`src/rtl/dfe_pkg.sv`:
```
// Shared sizing for the loop-unrolled equalizer.
// Assumes two's complement samples, coefficients and threshold.
package dfe_pkg;
    localparam int SMP_W_DEF  = 8;
    localparam int COEF_W_DEF = 8;
    localparam int NTAPS_DEF  = 4;

    // Width holding the sum of nterms signed values of width w, plus a sign guard bit.
    function automatic int acc_width(input int w, input int nterms);
        return w + $clog2(nterms) + 1;
    endfunction
endpackage

```
`src/rtl/dfe_history.sv`:
```
// Decision history: hist[0] is the previous decision, hist[k-1] the one k symbols back.
// Shifts only when a sample is accepted; reset fills it with bit 0 (value -1).
module dfe_history #(
    parameter int NTAPS = 4
) (
    input  logic             clk,
    input  logic             rst_n,
    input  logic             adv,
    input  logic             new_dec,
    output logic [NTAPS-1:0] hist
);
    // Shift register of past decisions.
    always_ff @(posedge clk) begin
        if (!rst_n) begin
            hist <= '0;
        end else if (adv) begin
            hist[0] <= new_dec;
            for (int i = 1; i < NTAPS; i++) hist[i] <= hist[i-1];
        end
    end


    hist_hold_chk: assert property (@(posedge clk) disable iff (!rst_n)
        !adv |=> $stable(hist));

    generate
        if (NTAPS > 1) begin : g_shift_chk

            hist_shift_chk: assert property (@(posedge clk) disable iff (!rst_n)
                adv |=> hist[NTAPS-1:1] == $past(hist[NTAPS-2:0]));
        end
    endgenerate
endmodule

```
`src/rtl/dfe_tail_sum.sv`:
```
// Direct feedback sum of taps 2..NTAPS: each contributes +c_k for bit 1 and -c_k for bit 0.
// Combinational; result width ACC_W must hold NTAPS+2 terms.
module dfe_tail_sum #(
    parameter int NTAPS  = 4,
    parameter int COEF_W = 8,
    parameter int ACC_W  = 12
) (
    input  logic [NTAPS*COEF_W-1:0] coefs,
    input  logic [NTAPS-1:0]        hist,
    output logic signed [ACC_W-1:0] tail
);
    logic signed [ACC_W-1:0] term [NTAPS];

    genvar k;
    generate
        for (k = 0; k < NTAPS; k++) begin : g_term
            if (k == 0) begin : g_skip
                // Tap 1 is resolved speculatively elsewhere.
                assign term[k] = '0;
            end else begin : g_use
                logic signed [COEF_W-1:0] c;
                assign c = coefs[k*COEF_W +: COEF_W];
                // Signed weight of one delayed decision.
                assign term[k] = hist[k] ? ACC_W'(c) : -ACC_W'(c);
            end
        end
    endgenerate

    // Adder over all tail terms.
    always_comb begin
        tail = '0;
        for (int i = 0; i < NTAPS; i++) tail = tail + term[i];
    end
endmodule

```
`src/rtl/dfe_spec_slicer.sv`:
```
// Speculative tap-1 slicer: forms both decisions, one per assumed sign of the previous symbol.
// A tie against the threshold decides 1.
module dfe_spec_slicer #(
    parameter int SMP_W  = 8,
    parameter int COEF_W = 8,
    parameter int ACC_W  = 12
) (
    input  logic signed [SMP_W-1:0]  smp,
    input  logic signed [SMP_W-1:0]  thr,
    input  logic signed [COEF_W-1:0] c1,
    input  logic signed [ACC_W-1:0]  tail,
    output logic                     cand_pos,
    output logic                     cand_neg
);
    logic signed [ACC_W-1:0] base, m_pos, m_neg;

    // Sample less tail feedback less threshold, then both tap-1 hypotheses.
    always_comb begin
        base     = ACC_W'(smp) - tail - ACC_W'(thr);
        m_pos    = base - ACC_W'(c1);
        m_neg    = base + ACC_W'(c1);
        cand_pos = !m_pos[ACC_W-1];
        cand_neg = !m_neg[ACC_W-1];
    end


    always_comb begin
        spec_order_chk: assert (!(!c1[COEF_W-1] && cand_pos) || cand_neg);
    end
endmodule

```
`src/rtl/dfe_loop_unrolled.sv`:
```
// Top of the decision feedback equalizer with tap-1 loop unrolling.
// One sample per accepted clock; decision and its valid appear one cycle later.
// Assumes tap_coefs and slice_thr are quasi-static configuration values.
module dfe_loop_unrolled #(
    parameter int SMP_W  = dfe_pkg::SMP_W_DEF,
    parameter int COEF_W = dfe_pkg::COEF_W_DEF,
    parameter int NTAPS  = dfe_pkg::NTAPS_DEF
) (
    input  logic                    clk,
    input  logic                    rst_n,
    input  logic                    smp_valid,
    input  logic [SMP_W-1:0]        smp_data,
    input  logic [NTAPS*COEF_W-1:0] tap_coefs,
    input  logic [SMP_W-1:0]        slice_thr,
    output logic                    dec_valid,
    output logic                    dec_bit
);
    localparam int TERM_W = (SMP_W > COEF_W) ? SMP_W : COEF_W;
    localparam int ACC_W  = dfe_pkg::acc_width(TERM_W, NTAPS + 2);

    logic [NTAPS-1:0]        hist;
    logic signed [ACC_W-1:0] tail;
    logic                    cand_pos, cand_neg, chosen;
    logic                    valid_q;

    dfe_tail_sum #(.NTAPS(NTAPS), .COEF_W(COEF_W), .ACC_W(ACC_W)) u_tail (
        .coefs(tap_coefs), .hist(hist), .tail(tail)
    );

    dfe_spec_slicer #(.SMP_W(SMP_W), .COEF_W(COEF_W), .ACC_W(ACC_W)) u_slice (
        .smp(smp_data), .thr(slice_thr), .c1(tap_coefs[COEF_W-1:0]),
        .tail(tail), .cand_pos(cand_pos), .cand_neg(cand_neg)
    );

    // 2:1 select by the actual previous decision.
    assign chosen = hist[0] ? cand_pos : cand_neg;

    dfe_history #(.NTAPS(NTAPS)) u_hist (
        .clk(clk), .rst_n(rst_n), .adv(smp_valid), .new_dec(chosen), .hist(hist)
    );

    // Output valid tracks accepted samples with one cycle of latency.
    always_ff @(posedge clk) begin
        if (!rst_n) valid_q <= 1'b0;
        else        valid_q <= smp_valid;
    end

    assign dec_valid = valid_q;
    assign dec_bit   = hist[0];


    out_latency_chk: assert property (@(posedge clk) disable iff (!rst_n)
        dec_valid |-> $past(smp_valid));


    spec_select_chk: assert property (@(posedge clk) disable iff (!rst_n)
        smp_valid |=> dec_bit == $past(hist[0] ? cand_pos : cand_neg));


    reset_hist_chk: assert property (@(posedge clk)
        !rst_n |=> (hist == '0) && !dec_valid);
endmodule

```
`config.mk`:
```
export PLATFORM = sky130hd
export DESIGN_NAME = dfe_loop_unrolled
export DESIGN_NICKNAME = d
export VERILOG_FILES = /design/src/rtl/dfe_pkg.sv /design/src/rtl/dfe_history.sv /design/src/rtl/dfe_tail_sum.sv /design/src/rtl/dfe_spec_slicer.sv /design/src/rtl/dfe_loop_unrolled.sv
export SDC_FILE = /design/constraint.sdc
export NUM_CORES = 1
export LEC_CHECK = 0
export ABC_AREA = 1
export BUFFER_PORTS_ARGS = -buffer_cell sky130_fd_sc_hd__buf_2
export CORE_AREA = 10 10 86 88
export CTS_BUF_LIST = sky130_fd_sc_hd__clkbuf_8
export CTS_CLUSTER_SIZE = 10
export DETAILED_ROUTE_END_ITERATION = 8
export DIE_AREA = 0 0 96 98
export PLACE_DENSITY = 0.69
export SLEW_MARGIN = 0
export SYNTH_ARGS = -nofsm -noshare
export SYNTH_HDL_FRONTEND = slang
export SYNTH_SLANG_ARGS = --single-unit
```
`constraint.sdc`:
```
create_clock -name clk -period 5.9 [get_ports clk]
set_input_delay 0.295 -clock clk [delete_from_list [all_inputs] [get_ports clk]]
set_output_delay 0.295 -clock clk [all_outputs]
set_load 0.005 [all_outputs]
```
# Word level (Yosys, flattened, before mapping)
# Index checks and enable logic that the tools add are counted.
# op_classes
n_addsub	9
n_reduce_logical	2
n_mux	4
# ops
operator	n
$mux 12	3
$neg 8->12	3
$add 12x12->12	2
$sub 12x8->12	2
$add 12x8->12	1
$sub 8x12->12	1
$logic_not 1->1	2
$mux 1	1
# totals
in_bits	51
register_bits	5
output_inout_bits	2
word_cells	17

# Longest topological paths before layout
# Gate-level depths: netlist of the first run.
# logic_depth
depth_word	9
depth_mapped	34
mapped_depth_nobuf	34

# Cells and area by module
# A second synthesis of the first run with hierarchy kept.
# unflattened
cells_unflattened	530
area_unflattened_um2	3291.9
# by_module_without_submodules
module	area_per_inst_um2	n_inst	seq_area_each_um2	cells_each
dfe_spec_slicer	1564.0	1	0.0	245
dfe_tail_sum	1519.0	1	0.0	253
dfe_history	166.4	1	80.1	25
dfe_loop_unrolled	42.5	1	20.0	7

# Worst setup path after synthesis of the first run
# OpenSTA, ideal clock, no wires.
# synth_timing
path_kind	input to register
start	input tap_coefs[16]
end	register u_hist.hist[0]
t_arrival_ns	4.877
t_required_ns	5.791
setup_time_ns	0.109
path_stages	30
path_slack_ns	0.914
path_buffers	0
cell_sequence	inv_1 -> ha_1 -> o21ai_0 -> fa_1 -> inv_1 -> fa_1 -> inv_1 -> fa_1 -> inv_1 -> fa_1 -> o21ai_1 -> a21oi_1 -> o21bai_1 -> a21o_1 -> nand2_1 -> nand2_1 -> nand2_1 -> nand2_1 -> a21oi_1 -> xor2_1 -> ha_1 -> nand4_1 -> nor4_1 -> o21ai_1 -> o2111ai_1 -> nand2_2 -> nand3_1 -> nand3_1 -> nand2_1 -> inv_1
# synth_between
elab_chain_len	9
elab_cells_between_ends	11
cone_classes	add/sub: 7; mux: 2; reduce/logical: 2
# synth_lines
item	line	text
start, declared	dfe_loop_unrolled.sv:13	input logic [NTAPS*COEF_W-1:0] tap_coefs,
$neg 8->12	dfe_tail_sum.sv:24	assign term[k] = hist[k] ? ACC_W'(c) : -ACC_W'(c);
$mux 12 *	dfe_tail_sum.sv:24	
$add 12x12->12 * (2 in a row)	dfe_tail_sum.sv:32	for (int i = 0; i < NTAPS; i++) tail = tail + term[i];
$sub 8x12->12 *	dfe_spec_slicer.sv:19	base = ACC_W'(smp) - tail - ACC_W'(thr);
$sub 12x8->12 *	dfe_spec_slicer.sv:19	
$add 12x8->12 / $sub 12x8->12 (equally long branches)	dfe_spec_slicer.sv:21, dfe_spec_slicer.sv:20	
$logic_not 1->1 (on tied branches)	dfe_spec_slicer.sv:23, dfe_spec_slicer.sv:22	
$mux 1 *	dfe_loop_unrolled.sv:36	assign chosen = hist[0] ? cand_pos : cand_neg;
end signal, assigned	dfe_history.sv:17	hist[0] <= new_dec;
end, declared	dfe_history.sv:10	output logic [NTAPS-1:0] hist
# Mark *: on every way between the ends. The rest lies on a longest branch, timed or not.
# A chain may end at the register's enable or synchronous reset.

# Worst setup path after layout of the first run
# layout_timing
start	register u_hist.hist[1]
end	register u_hist.hist[0]
# layout_between
elab_chain_len	8
elab_cells_between_ends	10
cone_classes	add/sub: 6; mux: 2; reduce/logical: 2
# layout_lines
item	line	text
start signal, assigned	dfe_history.sv:15	hist <= '0;
$mux 12 *	dfe_tail_sum.sv:24	
$add 12x12->12 * (2 in a row)	dfe_tail_sum.sv:32	
$sub 8x12->12 *	dfe_spec_slicer.sv:19	
$sub 12x8->12 *	dfe_spec_slicer.sv:19	
$add 12x8->12 / $sub 12x8->12 (equally long branches)	dfe_spec_slicer.sv:21, dfe_spec_slicer.sv:20	
$logic_not 1->1 (on tied branches)	dfe_spec_slicer.sv:23, dfe_spec_slicer.sv:22	
$mux 1 *	dfe_loop_unrolled.sv:36	
# Marked as above.

==> impl_results.md, run 1 <==
* Post-DP HPWL at 5680 um
* Primary FF master, synth: dfxtp_1
* Clk slew on worst S/H paths at 40 ps
* # setup viols final at 0
* Htree depth at 1
* Post-synth EDFFs at 0
* Worst Path Required at 6020 ps
* Most frequent cells in the layout: inv_1, nand2_1, buf_2, ha_1, fa_1
* Final WL at 6010 um
* CP Launch Type: flop
* Final instance area at 3170 um2
* Number of diodes at 0
* Leakage Power at 1.92 nW
* Adder-Cell Fraction of Synth Area at 40.4%
* Mux cell area share after synthesis at 0%
* Synthesis-to-finish area growth at 13.7%
* Clock skew at 1.59 ps
* DRC viols at 0
* FP Rows at 28
* Number of global-route vias before repair at 2625
* DRT iter0 DRCs at 35
* Worst path most repeated cell: nand2_1
* Core Region at 5750 um2
* RSZ-0062 raised after global routing: false
* Seq cells post-synth at 5
* Vias at 2474
* Initial antenna violation count at 0
* ANT nets after route at 0
* NumNets Final at 578
* Slew Limit Fails at 0
* Port Buffer Count at 52
* First-pass GRT wire length at 10900 um
* Hold Crit Class: in2reg
* Tcrit/Tclk final at 91.0%
* Worst path slowest cell: dfxtp_1
* Max incr delay on CP at 590 ps
* Total grt overflow at 0
* Worst-case clock buffer depth at 2
* GPL Wtd Cong at 0.836
* Largest family of logic cells by synthesized area: adder cells
* Gr usage total at 13.6%
* Pwr dens at 624 nW/um2
* CTS tree: yes
* Insertion delay to the later sink of the worst-skew pair at 220 ps
* Largest net degree at the start of global routing at 10
* Synth Area in XOR/XNOR at 8.09%
* Post-synthesis cell count at 402
* Root buf cell: clkbuf_8
* Final Hold Fails at 0
* WL/cell at 11.3 um
* Compound-Gate Fraction of Synth Area at 11.1%
* Worst-margin pin slew at 453 ps
* Initial core utilization at 48.5%
* Fmax at 186 MHz
* Clock sink count at 5
* Critical path class: reg2reg
* Syn_area_per_cell at 6.93 um2
* Post-Syn Area at 2780 um2
* FFs w/ async S/R, synth at 0%
* Placed Area at 3120 um2
* Synth warn at 0
* Post-route minimum period at 5370 ps
* CTS Buf Count at 3
* Max rail drop VDD at 0.410 mV
* CP endpoint kind: flop
* Io pins at 53
* Maximum fanout along the worst path at 9
* Placed cell count at 527
* Post-CTS setup buffer count at 0
* Pwr Total at 1.98 mW
* Die area at 9410 um2
* PostCTS Resize Cnt at 0
* Worst slew margin at 69.7%
* Max-Cap Viols at 0
* CTS Hold Bufs at 0
* Seq/Total Area, Yosys at 3.60%
* Die span in x at 96 um
* Commonest non-fill, non-tap cell in the layout: inv_1
* Post-synthesis cell type count at 36
* DR vias/cell at 4.66
* Total negative setup slack at 0 ps
* Simple-Gate Fraction of Synth Area at 18.9%
* Die height at 98 um
* Status: finished, final reports clean
* DR pass1 iterations at 4
* Non-Filler Instances at 531
* Data arrival time of the worst path at 5490 ps
* Mapped Nets at 523
* Share of layout cells above drive strength 1 at 16.7%
synthesized netlist by cell type (2+ instances only):
cell type / count / share of area [%]
o21ai_2: 2 / 0.63
o21ai_1: 5 / 0.90
nor3_1: 2 / 0.36
nor2_4: 2 / 0.81
xor2_1: 15 / 4.7
inv_2: 8 / 1.1
o21ai_0: 15 / 2.7
nand3_1: 11 / 2.0
fa_1: 33 / 24
inv_1: 119 / 16
nand2_1: 70 / 9.4
nor4_1: 2 / 0.45
dfxtp_1: 5 / 3.6
xnor2_1: 7 / 2.2
o31ai_1: 2 / 0.54
a21oi_1: 24 / 4.3
ha_1: 37 / 17
nor2_1: 19 / 2.6
nand3b_1: 2 / 0.54
nand4_1: 3 / 0.67
nand2_2: 2 / 0.45
a31oi_1: 3 / 0.67
power breakdown:
part           leakage, nW  total [mW]  internal, mW  switching (mW)
Combinational         1.86        1.86         0.771            1.09
Clock               0.0255      0.0641        0.0455          0.0186
Sequential          0.0415      0.0472        0.0389         0.00828
worst max-delay path: cells and delay by family, from the launching register on:
kind / cells / cell delay [ps]
flops: 1 / 590
simple gates: 10 / 850
buf+inv: 4 / 210
xor+xnor: 1 / 170
compound gates: 8 / 1140
fa+ha+maj: 5 / 2290
metrics by stage:
stage | worst slack, ps | hold WS [ps] | utilization (%)
2_1_floorplan | 914 | 393 | -
3_3_place_gp | 576 | 549 | 54.3
3_5_place_dp | 404 | 532 | 54.3
4_1_cts | 505 | 343 | 55.1
5_1_grt | 41.9 | 357 | 55.1
6_report | 532 | 341 | 55.1
per-layer routing:
metal  GRT usage (%)  wire, um
met1            16.2      2700
met2            24.6      2980
met3            3.60       312
met4           0.341         6
met5               0         0
flip-flops by register name, indices dropped and copies added, names as in the netlist:
name	count
u_hist.hist	4
dec_valid	1
final timing paths:
check | start | to | slack, ps | cells after the start
worst max-delay path | u_hist.hist[1]$_SDFFE_PN0P_ | u_hist.hist[0]$_SDFFE_PN0P_ | 530 | 28
worst min-delay path | rst_n | dec_valid$_SDFF_PN0_ | 340 | 3
worst max register to register | u_hist.hist[1]$_SDFFE_PN0P_ | u_hist.hist[0]$_SDFFE_PN0P_ | 530 | 28
worst min register to register | u_hist.hist[0]$_SDFFE_PN0P_ | u_hist.hist[1]$_SDFFE_PN0P_ | 530 | 2
cell families after synthesis:
logic type	count (synthesis)
AOI/OAI and AO/OA	56
xor gates and xnor gates	24
adders and majority gates	70
buffers and inverters	130
DFF	5
and+or+nand+nor	117
layout make-up:
type | instances | area [um2]
inverters | 128 | 480
multi-input cells | 267 | 2180
repair buffers | 52 | 260
well taps | 75 | 93.8
flip-flops and latches | 5 | 100
clock buffers | 3 | 41.3
clock inverters | 1 | 5.00
fillers | 590 | 2580
No activity file was read; power rests on OpenSTA's default activity.
==> inputs of run 2 (changes only) <==
- PLACE_DENSITY: 0.69 -> 0.72
==> run 2 against run 1 <==
  * Setup slack worse by 46 ps
  * Critical endpoint unchanged
  * Critical path depth unchanged
  * Utilization stayed put
  * Largest cell class unchanged
  * Count of clock-buffer cells in the layout stayed put
==> impl_results.md, run 2 (synthesized netlist as in run 1, its figures left out) <==
* CTS Hold Bufs at 0 (unchanged)
* Number of global-route vias before repair at 2539 (-3.3%)
* Post-Route M1 WL at 2670 um (-1.4%)
* WL met2 at 3080 um (+3.2%)
* Vias at 2449 (-1.0%)
* WL/cell at 11.5 um (+1.4%)
* Post-route minimum period at 5410 ps (+45.8 ps)
* Htree depth at 1 (unchanged)
* Worst-case clock buffer depth at 2 (unchanged)
* Most frequent cells in the layout: inv_1, nand2_1, buf_2, ha_1, fa_1
* Pwr dens at 631 nW/um2 (+1.1%)
* Port Buffer Count at 52 (unchanged)
* Total grt overflow at 0 (unchanged)
* Max incr delay on CP at 600 ps (about the same)
* CP Launch Type: flop
* Maximum fanout along the worst path at 9 (unchanged)
* Largest net degree at the start of global routing at 10 (unchanged)
* Reg2reg setup slack at 490 ps (-50 ps)
* Initial antenna violation count at 0 (unchanged)
* Hold_ws at 345 ps (+3.72 ps)
* # setup viols final at 0 (unchanged)
* PostCTS Resize Cnt at 0 (unchanged)
* Critical path class: reg2reg
* RSZ-0062 raised after global routing: false
* Share of layout cells above drive strength 1 at 16.7% (unchanged)
* NumNets Final at 578 (unchanged)
* Met3 wire length at 308 um (-1.3%)
* DR vias/cell at 4.61 (-1.0%)
* Status: finished, final reports clean
* Max FFs per register at 4 (unchanged)
* Worst path slowest cell: dfxtp_1
* Root buf cell: clkbuf_8
* Fmax at 185 MHz (-0.85%)
* Slew Limit Fails at 0 (unchanged)
* Io pins at 53 (unchanged)
* Initial core utilization at 48.5% (unchanged)
* Number of diodes at 0 (unchanged)
* Clock sink count at 5 (unchanged)
* Leakage Power at 1.92 nW (unchanged)
* Finished Core Util at 55.1% (unchanged)
* DRC viols at 0 (unchanged)
* Die span in x at 96 um (unchanged)
* Worst path most repeated cell: nand2_1
* Uppermost routed layer: met4
* Final WL at 6090 um (+1.4%)
* Hold Crit Class: in2reg
* ANT nets after route at 0 (unchanged)
* Die height at 98 um (unchanged)
* Max rail drop VDD at 0.542 mV (+32%)
* FP Rows at 28 (unchanged)
* Clk slew on worst S/H paths at 40 ps (about the same)
* Max-Cap Viols at 0 (unchanged)
* CP endpoint kind: flop
* Commonest non-fill, non-tap cell in the layout: inv_1
* Pre-CTS setup slack at 403 ps (-1.52 ps)
* Insertion delay to the later sink of the worst-skew pair at 230 ps (about the same)
* Post-CTS setup buffer count at 0 (unchanged)
* First-pass GRT wire length at 10800 um (-0.44%)
* Worst slew margin at 68.4% (-1.3 points)
* Final worst setup slack at 486 ps (-45.8 ps)
* Gr usage total at 13.7% (+0.098 points)
* Post-DP HPWL at 5720 um (+0.76%)
* Die area at 9410 um2 (unchanged)
* Clock skew at 0.622 ps (-0.965 ps)
* DR pass1 iterations at 4 (unchanged)
* Largest Register: u_hist.hist
* Data arrival time of the worst path at 5540 ps (+50 ps)
* Total negative setup slack at 0 ps (unchanged)
* Worst-margin pin slew at 473 ps (+19.4 ps)
* GPL Wtd Cong at 0.839 (+0.28%)
* DRT iter0 DRCs at 59 (+69%)
* Worst Path Required at 6020 ps (about the same)
* Synthesis-to-finish area growth at 13.7% (unchanged)
* Tcrit/Tclk final at 91.8% (+0.78 points)
* Final Hold Fails at 0 (unchanged)
* Core Region at 5750 um2 (unchanged)
* CTS Buf Count at 3 (unchanged)
* CTS tree: yes
## run 2: cell counts in the layout (fill, tap and decap cells not counted)
Identical to the previous run, type by type.
## run 2: worst paths after layout
check,cells after the start,start,to
setup reg to reg,28,u_hist.hist[1]$_SDFFE_PN0P_,u_hist.hist[0]$_SDFFE_PN0P_
hold reg to reg,2,u_hist.hist[0]$_SDFFE_PN0P_,u_hist.hist[1]$_SDFFE_PN0P_
setup / recovery,28,u_hist.hist[1]$_SDFFE_PN0P_,u_hist.hist[0]$_SDFFE_PN0P_
hold / removal,3,rst_n,dec_valid$_SDFF_PN0_
## run 2: critical path: cells and delay by family, from the launching register on
family / cells / cell delay [ps]
AND/OR/NAND/NOR: 10 / 860
flip-flops: 1 / 600
XOR/XNOR: 1 / 160
AO/OA/AOI/OAI: 8 / 1180
buffers and inverters: 4 / 200
adder cells (fa/ha/maj): 5 / 2290
## run 2: final cells by class
class / count / area [um2]
clock buffer: 3 / 41.3
clock inverter: 1 / 5.00
fill: 566 / 2580
inverter: 128 / 480
multi-input combinational: 267 / 2180
sequential: 5 / 100
tap: 75 / 93.8
timing repair buffer: 52 / 260
## run 2: through the flow
stage                     cell area [um2]  cells  power (mW)
after floorplan                      2780    402        1.57
after global placement               3120    527        1.85
after detailed placement             3120    527        1.94
after CTS                            3170    531        2.01
after global routing                 3170    531        2.34
final                                3170    531        2.00
## run 2: layer usage
layer	vias up	track usage [%]
li1	1311	-
met5	-	0
met1	1083	16.5
met3	6	3.29
met4	0	1.14
met2	49	24.4
## run 2: report_power, final
group	leakage [nW]	switching, mW	internal [mW]	total, mW
sequential	0.0415	0.00853	0.0389	0.0474
combinational	1.86	1.11	0.777	1.88
clock	0.0255	0.0209	0.0457	0.0666
==> inputs of run 3 (changes only) <==
- PLACE_DENSITY: 0.72 -> 0.75
- clock period: 5.9 -> 4.9 ns (I/O delays scaled with it)
==> run 3 against run 2 <==
  * The flow now finishes with violations (negative setup slack)
  * Final cell count increased by 11%
  * Register-to-register slack lost 580 ps
  * Setup slack worse by 580 ps
  * Die area did not move
  * Wire length up 20%
  * Critical path depth is 5 higher
  * Clock skew grew 6.6 ps
  * Hold slack worse by 62 ps
  * Global-route usage grew 1.4 points
  * Critical endpoint unchanged
==> impl_results.md, run 3 (synthesized netlist as in run 1, its figures left out) <==
* Number of global-route vias before repair at 2871 (+13%)
* Total negative setup slack at -93.5 ps (-93.5 ps)
* Worst Path Required at 5020 ps (-1000 ps)
* ANT nets after route at 0 (unchanged)
* Failing checks: negative setup slack
* DRC viols at 0 (unchanged)
* CTS tree: yes
* Die height at 98 um (unchanged)
* FF/Latch Area at 109 um2 (+8.7%)
* Vias at 2815 (+15%)
* DRT iter0 DRCs at 121 (+110%)
* GPL Wtd Cong at 0.879 (+4.8%)
* Max FFs per register at 4 (unchanged)
* Multi-input logic area at 2370 um2 (+8.6%)
* Clock skew at 7.20 ps (+6.58 ps)
* Worst-margin pin slew at 341 ps (-132 ps)
* Share of layout cells above drive strength 1 at 34.2% (+18 points)
* CP endpoint kind: flop
* Total grt overflow at 0 (unchanged)
* DR vias/cell at 4.78 (+3.6%)
* Maximum fanout along the worst path at 3 (-6)
* Commonest non-fill, non-tap cell in the layout: inv_1
* Clock sink count at 5 (unchanged)
* Worst slew margin at 77.1% (+8.6 points)
* Fmax at 200 MHz
* Htree depth at 1 (unchanged)
* # setup viols final at 1 (+1)
* RSZ-0062 raised after global routing: true
* Data arrival time of the worst path at 5120 ps (-420 ps)
* FP Rows at 28 (unchanged)
* Hold Crit Class: in2reg
* Core Region at 5750 um2 (unchanged)
* CP Launch Type: primary input
* Non-Filler Instances at 589 (+11%)
* Die span in x at 96 um (unchanged)
* Post-DP HPWL at 5880 um (+2.7%)
* Gr usage total at 15.0% (+1.4 points)
* Post-route minimum period at 4990 ps
* Initial core utilization at 48.5% (unchanged)
* Root buf cell: clkbuf_8
* Final worst setup slack at -93.5 ps (-579 ps)
* Worst path most repeated cell: nand2_1
* Port Buffer Count at 52 (unchanged)
* Status: finished with violations
* First-pass GRT wire length at 12000 um (+11%)
* Critical path class: in2reg
* CTS Buf Count at 3 (unchanged)
* Largest Register: u_hist.hist
* Initial antenna violation count at 0 (unchanged)
* CTS Hold Bufs at 0 (unchanged)
* Synthesis-to-finish area growth at 38.1%
* Max-Cap Viols at 0 (unchanged)
* Max incr delay on CP at 570 ps (-30 ps)
* Io pins at 53 (unchanged)
* Largest net degree at the start of global routing at 10 (unchanged)
* Placed cell count at 570 (+8.2%)
* DR pass1 iterations at 4 (unchanged)
* Slew Limit Fails at 0 (unchanged)
* Worst path slowest cell: fa_1
* Die area at 9410 um2 (unchanged)
* Final Hold Fails at 0 (unchanged)
* Tcrit/Tclk final at 102%
* Number of diodes at 0 (unchanged)
* Clk slew on worst S/H paths at 40 ps (about the same)
* WL/cell at 12.4 um (+8.0%)
* Worst-case clock buffer depth at 2 (unchanged)
* Most frequent cells in the layout: inv_1, nand2_1, buf_4, buf_2
* Layout fillers at 477 (-16%)
* Insertion delay to the later sink of the worst-skew pair at 230 ps (about the same)
* Final WL at 7300 um (+20%)
* NumNets Final at 636 (+10%)
## run 3: cell count changes in the layout (fill, tap and decap cells not counted), moves of 4 or more
| cell | before | now |
|---|---|---|
| a21oi_1 | 24 | 17 |
| a21oi_2 | 0 | 6 |
| buf_4 | 0 | 54 |
| buf_6 | 0 | 4 |
| ha_1 | 37 | 32 |
| ha_4 | 0 | 5 |
| inv_1 | 119 | 112 |
| inv_2 | 8 | 13 |
| nand2_1 | 70 | 64 |
| nand2_2 | 2 | 7 |
| o21ai_0 | 15 | 9 |
## run 3: path summary, 6_finish.rpt
check | startpoint | end | slack [ps] | depth (start not counted)
setup / recovery | tap_coefs[9] | u_hist.hist[0]$_SDFFE_PN0P_ | -90 | 33
hold reg to reg | u_hist.hist[0]$_SDFFE_PN0P_ | u_hist.hist[1]$_SDFFE_PN0P_ | 560 | 2
setup reg to reg | u_hist.hist[1]$_SDFFE_PN0P_ | u_hist.hist[0]$_SDFFE_PN0P_ | -90 | 29
hold / removal | rst_n | dec_valid$_SDFF_PN0_ | 280 | 3
## run 3: cell type report
| type | count | share of cell area, % |
|---|---|---|
| inverters | 128 | 12.6 |
| well taps | 75 | 2.44 |
| flip-flops and latches | 5 | 2.83 |
| clock buffers | 3 | 1.07 |
| repair buffers | 110 | 19.1 |
| clock inverters | 1 | 0.130 |
| multi-input cells | 267 | 61.8 |
## run 3: stage by stage
stage / cell area [um2] / setup slack [ps] / util [%] / hold WS, ps
final: 3840 / -93.5 / 66.9 / 282
after global routing: 3840 / -337 / 66.9 / 315
after CTS: 3650 / -75.6 / 63.5 / 275
after detailed placement: 3450 / -406 / 60.0 / 517
after global placement: 3450 / -213 / 60.0 / 520
after floorplan: 2790 / 31.6 / - / 343
## run 3: worst max-delay path: cells and delay by family
kind	cells	cell delay [ps]
compound gates	6	860
buf+inv	7	500
fa+ha+maj	6	2240
simple gates	12	860
xor+xnor	2	390
## run 3: routing by layer
layer	track usage [%]	up-vias	routed length (um)	share of wire (%)
li1	-	1431	-	-
met1	17.8	1286	2970	41
met2	27.9	86	3840	53
met3	2.83	12	392	5.4
met4	1.14	0	94	1.3
met5	0	-	0	0
## run 3: timing repair
action,4_1_cts,5_1_grt
resized for setup,23,37
gates cloned,0,0
pin swaps,34,28
setup buffers,9,6
setup endpoints to repair,1,1
Power of run 3 is left out: the tool's default activity adds up to more than one toggle a clock period on the data nets, which glitch-free logic cannot reach.
